===== config.mk =====
export PLATFORM = sky130hd
export DESIGN_NAME = page_prog_buffer
export DESIGN_NICKNAME = d
export VERILOG_FILES = /design/src/rtl/page_prog_buffer.sv
export SDC_FILE = /design/constraint.sdc
export NUM_CORES = 1
export LEC_CHECK = 0
export BUFFER_PORTS_ARGS = -buffer_cell sky130_fd_sc_hd__buf_2
export CORE_MARGIN = 2
export CORE_UTILIZATION = 45
export CTS_CLUSTER_SIZE = 12
export DETAILED_ROUTE_END_ITERATION = 6
export PLACE_DENSITY = 0.69
export SLEW_MARGIN = 20
export SYNTH_ARGS = -nofsm -noshare
export SYNTH_HDL_FRONTEND = slang
export SYNTH_SLANG_ARGS = --single-unit

===== constraint.sdc =====
create_clock -name clk -period 3.2 [get_ports clk]
set_input_delay 0.32 -clock clk [delete_from_list [all_inputs] [get_ports clk]]
set_output_delay 0.32 -clock clk [all_outputs]
set_load 0.01 [all_outputs]

===== src/rtl/page_prog_buffer.sv =====
module page_prog_buffer #(
  parameter int ADDR_W      = 17,
  parameter int PAGE_BYTES  = 128,
  parameter int PROG_CYCLES = 500000
) (
  input  logic              clk,
  input  logic              rst_n,
  input  logic              wr_start,
  input  logic [ADDR_W-1:0] wr_addr,
  input  logic              rx_byte_vld,
  input  logic [7:0]        rx_byte,
  input  logic              cs_rise,
  input  logic              cs_aligned,
  input  logic              wr_permit,
  output logic              busy,
  output logic              done,
  output logic              arr_we,
  output logic [ADDR_W-1:0] arr_addr,
  output logic [7:0]        arr_wdata
);
  localparam int OFF_W = $clog2(PAGE_BYTES);
  localparam int TMR_W = $clog2(PROG_CYCLES + 1);
  localparam logic [TMR_W-1:0] PAGE_T = TMR_W'(PAGE_BYTES);
  localparam logic [TMR_W-1:0] LAST_T = TMR_W'(PROG_CYCLES - 1);

  typedef enum logic [1:0] {S_IDLE, S_FILL, S_PROG} st_t;

  st_t                    state;
  logic [7:0]             pbuf [PAGE_BYTES];
  logic [PAGE_BYTES-1:0]  pmask;
  logic [ADDR_W-OFF_W-1:0] page_q;
  logic [OFF_W-1:0]       ptr;
  logic [TMR_W-1:0]       tmr;

  wire              take_byte = (state == S_FILL) && rx_byte_vld && !cs_rise;
  wire              commit    = cs_rise && cs_aligned && wr_permit && (|pmask);
  wire              scan      = (state == S_PROG) && (tmr < PAGE_T);
  wire [OFF_W-1:0]  scan_off  = tmr[OFF_W-1:0];

  assign busy      = (state == S_PROG);
  assign arr_we    = scan && pmask[scan_off];
  assign arr_addr  = {page_q, scan_off};
  assign arr_wdata = pbuf[scan_off];

  always_ff @(posedge clk) begin
    if (take_byte) pbuf[ptr] <= rx_byte;
  end

  always_ff @(posedge clk or negedge rst_n) begin
    if (!rst_n) begin
      state  <= S_IDLE;
      pmask  <= '0;
      page_q <= '0;
      ptr    <= '0;
      tmr    <= '0;
      done   <= 1'b0;
    end else begin
      done <= 1'b0;
      case (state)
        S_IDLE: begin
          if (wr_start) begin
            page_q <= wr_addr[ADDR_W-1:OFF_W];
            ptr    <= wr_addr[OFF_W-1:0];
            pmask  <= '0;
            state  <= S_FILL;
          end
        end
        S_FILL: begin
          if (cs_rise) begin
            tmr <= '0;
            if (commit) state <= S_PROG;
            else begin
              state <= S_IDLE;
              pmask <= '0;
            end
          end else if (rx_byte_vld) begin
            pmask[ptr] <= 1'b1;
            ptr        <= ptr + 1'b1;
          end
        end
        S_PROG: begin
          if (tmr == LAST_T) begin
            state <= S_IDLE;
            pmask <= '0;
            done  <= 1'b1;
          end else begin
            tmr <= tmr + 1'b1;
          end
        end
        default: state <= S_IDLE;
      endcase
    end
  end
endmodule


==> Yosys cells after proc, flatten, opt, wreduce, memory -nomap -nowiden <==
Memories as Yosys holds them, arrays and structs flattened.
Cells that the tools add are included.
{ "word_totals": {"register_bits": 167, "ram_bits": 1024, "in_bits": 32, "out_inout_bits": 28, "wordCells": 70, "memories": 1} }
{ "classes": {"n_addsub": 2, "magnitude_cmp": 4, "eq_ne": 11, "muxes": 26, "bitwise": 1, "n_reduce_logical": 19} }
{ "memory_table": {"columns": ["memory", "words", "word_bits", "read_ports", "rd_clocked_by_memory_dff", "wr", "line_no", "rtl"], "rows": [
  ["pbuf", 128, 8, 1, 0, 1, "29", "logic [7:0] pbuf [PAGE_BYTES];"]
]} }
{ "ops": {"columns": ["op", "count"], "rows": [
  ["two-way mux 128 bit", 5],
  ["one-hot mux 128 bit (3 select lines)", 1],
  ["bitwise OR 128 bit", 1],
  ["OR reduction 128 bit", 1],
  ["two-way mux 19 bit", 2],
  ["one-hot mux 19 bit (2 select lines)", 1],
  ["two-way mux 7 bit", 3],
  ["adder 19 x 1 -> 19 bit (second input constant)", 1],
  ["== test 19 bit (second input constant)", 1],
  ["less-than comparator 19 x 8 -> 1 bit (second input constant)", 1],
  ["less-than comparator 7 x 8 -> 1 bit (second input constant)", 2],
  ["one-hot mux 7 bit (2 select lines)", 1],
  ["!= test 2 bit (second input constant)", 5],
  ["logical AND 1 bit", 8],
  ["two-way mux 2 bit", 4],
  ["adder 7 x 1 -> 7 bit (second input constant)", 1],
  ["binary-select mux 1 bit (select 7 bit)", 1],
  ["demux 1 bit (select 7 bit)", 1],
  [">= comparator 7 x 1 -> 1 bit (second input constant)", 1],
  ["two-way mux 1 bit", 6],
  ["!= test 3 bit (second input constant)", 2],
  ["one-hot mux 2 bit (3 select lines)", 1],
  ["AND reduction 3 bit", 2],
  ["AND reduction 5 bit", 1],
  ["other kinds (9)", 10]
]} }

==> Depth between registers and ports, before layout <==
{ "logic_depth": {"depth_word": 8, "mapped_depth": 11, "ltp_nobuf": 8} }

==> Worst setup path after synthesis <==
No wires, ideal clock.
{ "synth_path": {"path_type": "register to output", "start": "reg tmr[0]", "end": "out arr_wdata[7]", "arrival_ns": 2.452, "required_ns": 2.880, "slack_ns": 0.428, "path_stages_with_launch": 10, "path_buffers": 4, "path_cell_list": "dfrtp_1 -> buf_2 -> buf_4 -> buf_2 -> buf_2 -> mux4_2 -> a211oi_1 -> a21oi_1 -> a211oi_1 -> a21oi_1"} }
{ "synth_between": {"elab_chain_len": 1} }
{ "synth_lines": {"columns": ["item", "line_no", "rtl"], "rows": [
  ["start, declared", "33", "logic [TMR_W-1:0] tmr;"],
  ["start signal, assigned", "87", "tmr <= tmr + 1'b1;"],
  ["memory (128 x 8 bit)", null, null],
  ["end, declared", "19", "output logic [7:0] arr_wdata"]
]} }
No other way between the ends.

==> Final worst setup path <==
{ "layout_path": {"start": "reg tmr[0]", "end": "out arr_wdata[3]"} }
Same word-level chain as after synthesis.

==> reports/metrics.json <==
{
  "cp_top_family": {"value": "multiplexers"},
  "finalMaxSlewViolations": {"value": 0},
  "cts_sink_cnt": {"value": 1191},
  "share_of_post_route_cells_with_drive_strength_above_1": {"value": 31.5, "unit": "%"},
  "synth_seq_cells": {"value": 1191},
  "detail_route.wl_per_cell": {"value": 28.3, "unit": "um"},
  "worstHoldPathCells": {"value": 3},
  "synth_async_sr_flop_share": {"value": 14.0, "unit": "%"},
  "gr-total-overflow": {"value": 0},
  "synth_ff_type": {"value": "edfxtp_1"},
  "netlist_top_cells_count": {"value": "1,024 x edfxtp_1, 326 x mux4_2, 248 x nor2_1"},
  "finalHoldViolations": {"value": 0},
  "cts_made_buffers": {"value": 118},
  "worstPathMaxFanout": {"value": 7},
  "detailroute.via_count": {"value": 27100},
  "syn-num-nets": {"value": 2575},
  "reg2reg_depth": {"value": 9},
  "clock_tree_from_tritoncts": {"value": "yes"},
  "end_kind": {"value": "output pin"},
  "max-vdd-ir-drop": {"value": 0.682, "unit": "mV"},
  "worst_r2r_startpoint": {"value": "pmask[62]$_DFFE_PN0P_"},
  "post_route_ant_nets": {"value": 0},
  "finalNetCount": {"value": 2915},
  "outcome": {"value": "finished, violations left"},
  "synthToLayoutAreaGrowth": {"value": 17.9, "unit": "%"},
  "stdcell_count": {"value": 4343},
  "hold-path-endpoint": {"value": "state[0]$_DFFE_PN0P_"},
  "grt_first_pass_wirelength": {"value": 182000, "unit": "um"},
  "clock_latency": {"value": 0.71, "unit": "ns"},
  "edff_count_synth": {"value": 1024},
  "synth_top_area_cell": {"value": "edfxtp_1"},
  "antenna_cells": {"value": 0},
  "cts_max_level": {"value": 3},
  "horizontal_extent_of_the_die": {"value": 331, "unit": "um"},
  "initial_core_util": {"value": 45.5, "unit": "%"},
  "timing.final.setup_violations": {"value": 9},
  "worstSetupPathType": {"value": "register to output pin"},
  "slowest_delay": {"value": 0.57, "unit": "ns"},
  "design.core.area": {"value": 106000, "unit": "um^2"},
  "ys_top_cells_by_area": {"value": "edfxtp_1 64%, mux4_2 15%, dfrtp_1 8.7%, nor2_1 1.9%, nor4_1 1.2%"},
  "leakagePower": {"value": 18.5, "unit": "nW"},
  "fin_worst_skew": {"value": 0.0296, "unit": "ns"},
  "synth_warnings": {"value": 0},
  "min_delay_path_class": {"value": "input port to register"},
  "failed_checks": {"value": "negative setup slack"},
  "hpwlAfterDp": {"value": 75300, "unit": "um"},
  "maximum_number_of_pins_on_one_net_before_global_route_repair": {"value": 129},
  "detail_route.wirelength": {"value": 123000, "unit": "um"},
  "fin_ws": {"value": -0.606, "unit": "ns"},
  "r2r_end": {"value": "pmask[37]$_DFFE_PN0P_"},
  "post-synth-top-count-cell": {"value": "edfxtp_1"},
  "synth_sequential_area_ratio": {"value": 72.8, "unit": "%"},
  "antenna_found_initial": {"value": 0},
  "max_clock_freq": {"value": 263, "unit": "MHz"},
  "worstPathBufferInverterCount": {"value": 5},
  "holdCritStartpoint": {"value": "wr_start"},
  "synth_top_area_share": {"value": 64.1, "unit": "%"},
  "cp_data_required_time": {"value": 2.88, "unit": "ns"},
  "routabilityCongestion": {"value": 0.869},
  "die_h": {"value": 331, "unit": "um"},
  "cts-root-to-sink-buffers": {"value": 3},
  "rows": {"value": 119},
  "rsz_0062_raised_after_global_routing": {"value": "yes"},
  "power-per-cell-area": {"value": 668, "unit": "nW/um^2"},
  "max_cap_viol_count": {"value": 0},
  "clk_pin_slew": {"value": 0.07, "unit": "ns"},
  "startpoint_type": {"value": "register"},
  "netlist-cell-type-count": {"value": 55},
  "syn-mean-instance-area": {"value": 18.9, "unit": "um^2"},
  "vias_per_cell": {"value": 6.23},
  "post_layout_util": {"value": 53.6, "unit": "%"},
  "timing_worst_slew_pin_value": {"value": 1.08, "unit": "ns"},
  "cp_slowest_cell": {"value": "mux4_2"},
  "drt-initial-drc-count": {"value": 3588},
  "vias_in_the_first_global_route": {"value": 27100},
  "design.portCount": {"value": 60},
  "detail_route.drc_violations": {"value": 0},
  "relSlewSlack": {"value": 28.1, "unit": "%"},
  "regToRegSetupSlack": {"value": 0.08, "unit": "ns"},
  "cp.arrival": {"value": 3.49, "unit": "ns"},
  "timing.critical_path.cells": {"value": "buf_12, buf_16, buf_12, buf_12, mux4_2, mux4_2, a22oi_2, a31oi_4, buf_6"},
  "cp_common_cell": {"value": "buf_12"},
  "grt_use_total": {"value": 22.7, "unit": "%"},
  "timing.final.crit_period": {"value": 3.81, "unit": "ns"},
  "syn-cell-area": {"value": 48000, "unit": "um^2"},
  "place.detailed.instances": {"value": 4084},
  "drt_pre_antenna_iters": {"value": 5},
  "totalNegativeSetupSlack": {"value": -4.78, "unit": "ns"},
  "cts-root-buf": {"value": "clkbuf_16"},
  "gate_count_after_technology_mapping": {"value": 2541},
  "min_period_over_period": {"value": 119, "unit": "%"},
  "die_area": {"value": 109000, "unit": "um^2"},
  "port_buffers": {"value": 59}
}
[logic make-up (layout without fill, tap and decap cells)]
logic type      count (synthesis)  count (layout)  share of synthesized area (%)
compound gates                236             236                           3.26
xor+xnor                       16              16                          0.292
fa+ha+maj                       2               2                         0.0521
buf+inv                       187             598                           1.81
flops                        1191            1191                           72.8
mux                           395             395                           16.8
simple gates                  514             514                           5.04
[metal layers]
metal | global-route usage (%) | wire [um] | vias to the layer above
met3 | 3.76 | 11600 | 236
met4 | 7.05 | 4020 | 0
met5 | 0 | 0 | -
li1 | - | - | 11000
met1 | 32.5 | 48500 | 14200
met2 | 36.1 | 58800 | 1619
[registers in the layout (all words and copies together), names as in the netlist]
name	flops
done	1
page_q	10
pbuf	1024
pmask	128
ptr	7
state	2
tmr	19
[layout by cell type (no fill, tap or decap), types with 30 or more instances in the layout]
cell type and instances:
a21oi_1 45, a31oi_1 37, buf_12 30, buf_2 49
buf_4 260, clkbuf_1 36, clkbuf_16 121, dfrtp_1 163
edfxtp_1 1024, mux2i_1 48, mux4_2 326, nand2_1 58
nor2_1 248, nor3_1 38, nor4_1 82, o21a_1 56
[worst reg2reg max path, cell delays in order (launching register included)]
cell and delay [ns]:
dfrtp_1 0.41, nor4_1 0.48, nand4_1 0.27, nor4_1 0.50, a21oi_1 0.29, nor2_4 0.17
inv_2 0.08, or3_1 0.38, buf_8 0.22, o21a_1 0.22
[power breakdown]
| part | internal [mW] | leakage, nW | switching (mW) |
|---|---|---|---|
| Combinational | 3.31 | 5.32 | 4.38 |
| Sequential | 17.2 | 11.5 | 0.296 |
| Clock | 6.99 | 1.67 | 5.62 |
[area by class of cell]
type | instances | area [um^2]
Timing Repair Buffer | 395 | 3850
Tap cell | 1391 | 1740
Clock buffer | 161 | 3200
Sequential cell | 1191 | 34900
Inverter | 12 | 45.0
Clock inverter | 30 | 238
Multi-Input combinational cell | 1163 | 12600
Fill cell | 7934 | 49000
[what timing repair did]
item	in CTS	in global routing
pin swaps	17	13
gates cloned	12	2
hold buffers	18	0
endpoints found under the hold margin	84	0
setup buffers	31	7
gates resized for setup	78	27
setup endpoints to repair	9	65
[worst max path at each step]
stage                             from            to  slack (ns)  depth (start not counted)
floorplan           tmr[0]$_DFFE_PN0P_  arr_wdata[7]        0.43                          9
global placement    tmr[0]$_DFFE_PN0P_  arr_wdata[0]       -0.28                          7
detailed placement  tmr[0]$_DFFE_PN0P_  arr_wdata[0]       -0.28                          7
CTS                 tmr[0]$_DFFE_PN0P_  arr_wdata[3]       -0.62                          9
global route        tmr[0]$_DFFE_PN0P_  arr_wdata[3]       -0.67                          9
finish              tmr[0]$_DFFE_PN0P_  arr_wdata[3]       -0.61                          9
[through the flow]
step	hold slack [ns]	cell area, um^2	power (mW)	worst slack (ns)
finish	0.0710	56600	37.8	-0.606
global route	0.108	56600	39.0	-0.669
CTS	0.0368	56300	37.7	-0.619
detailed placement	0.367	51700	24.4	-0.283
global placement	0.356	51700	24.3	-0.275
floorplan	0.0244	48000	22.0	0.428
Power figures use the tool's default switching activity.
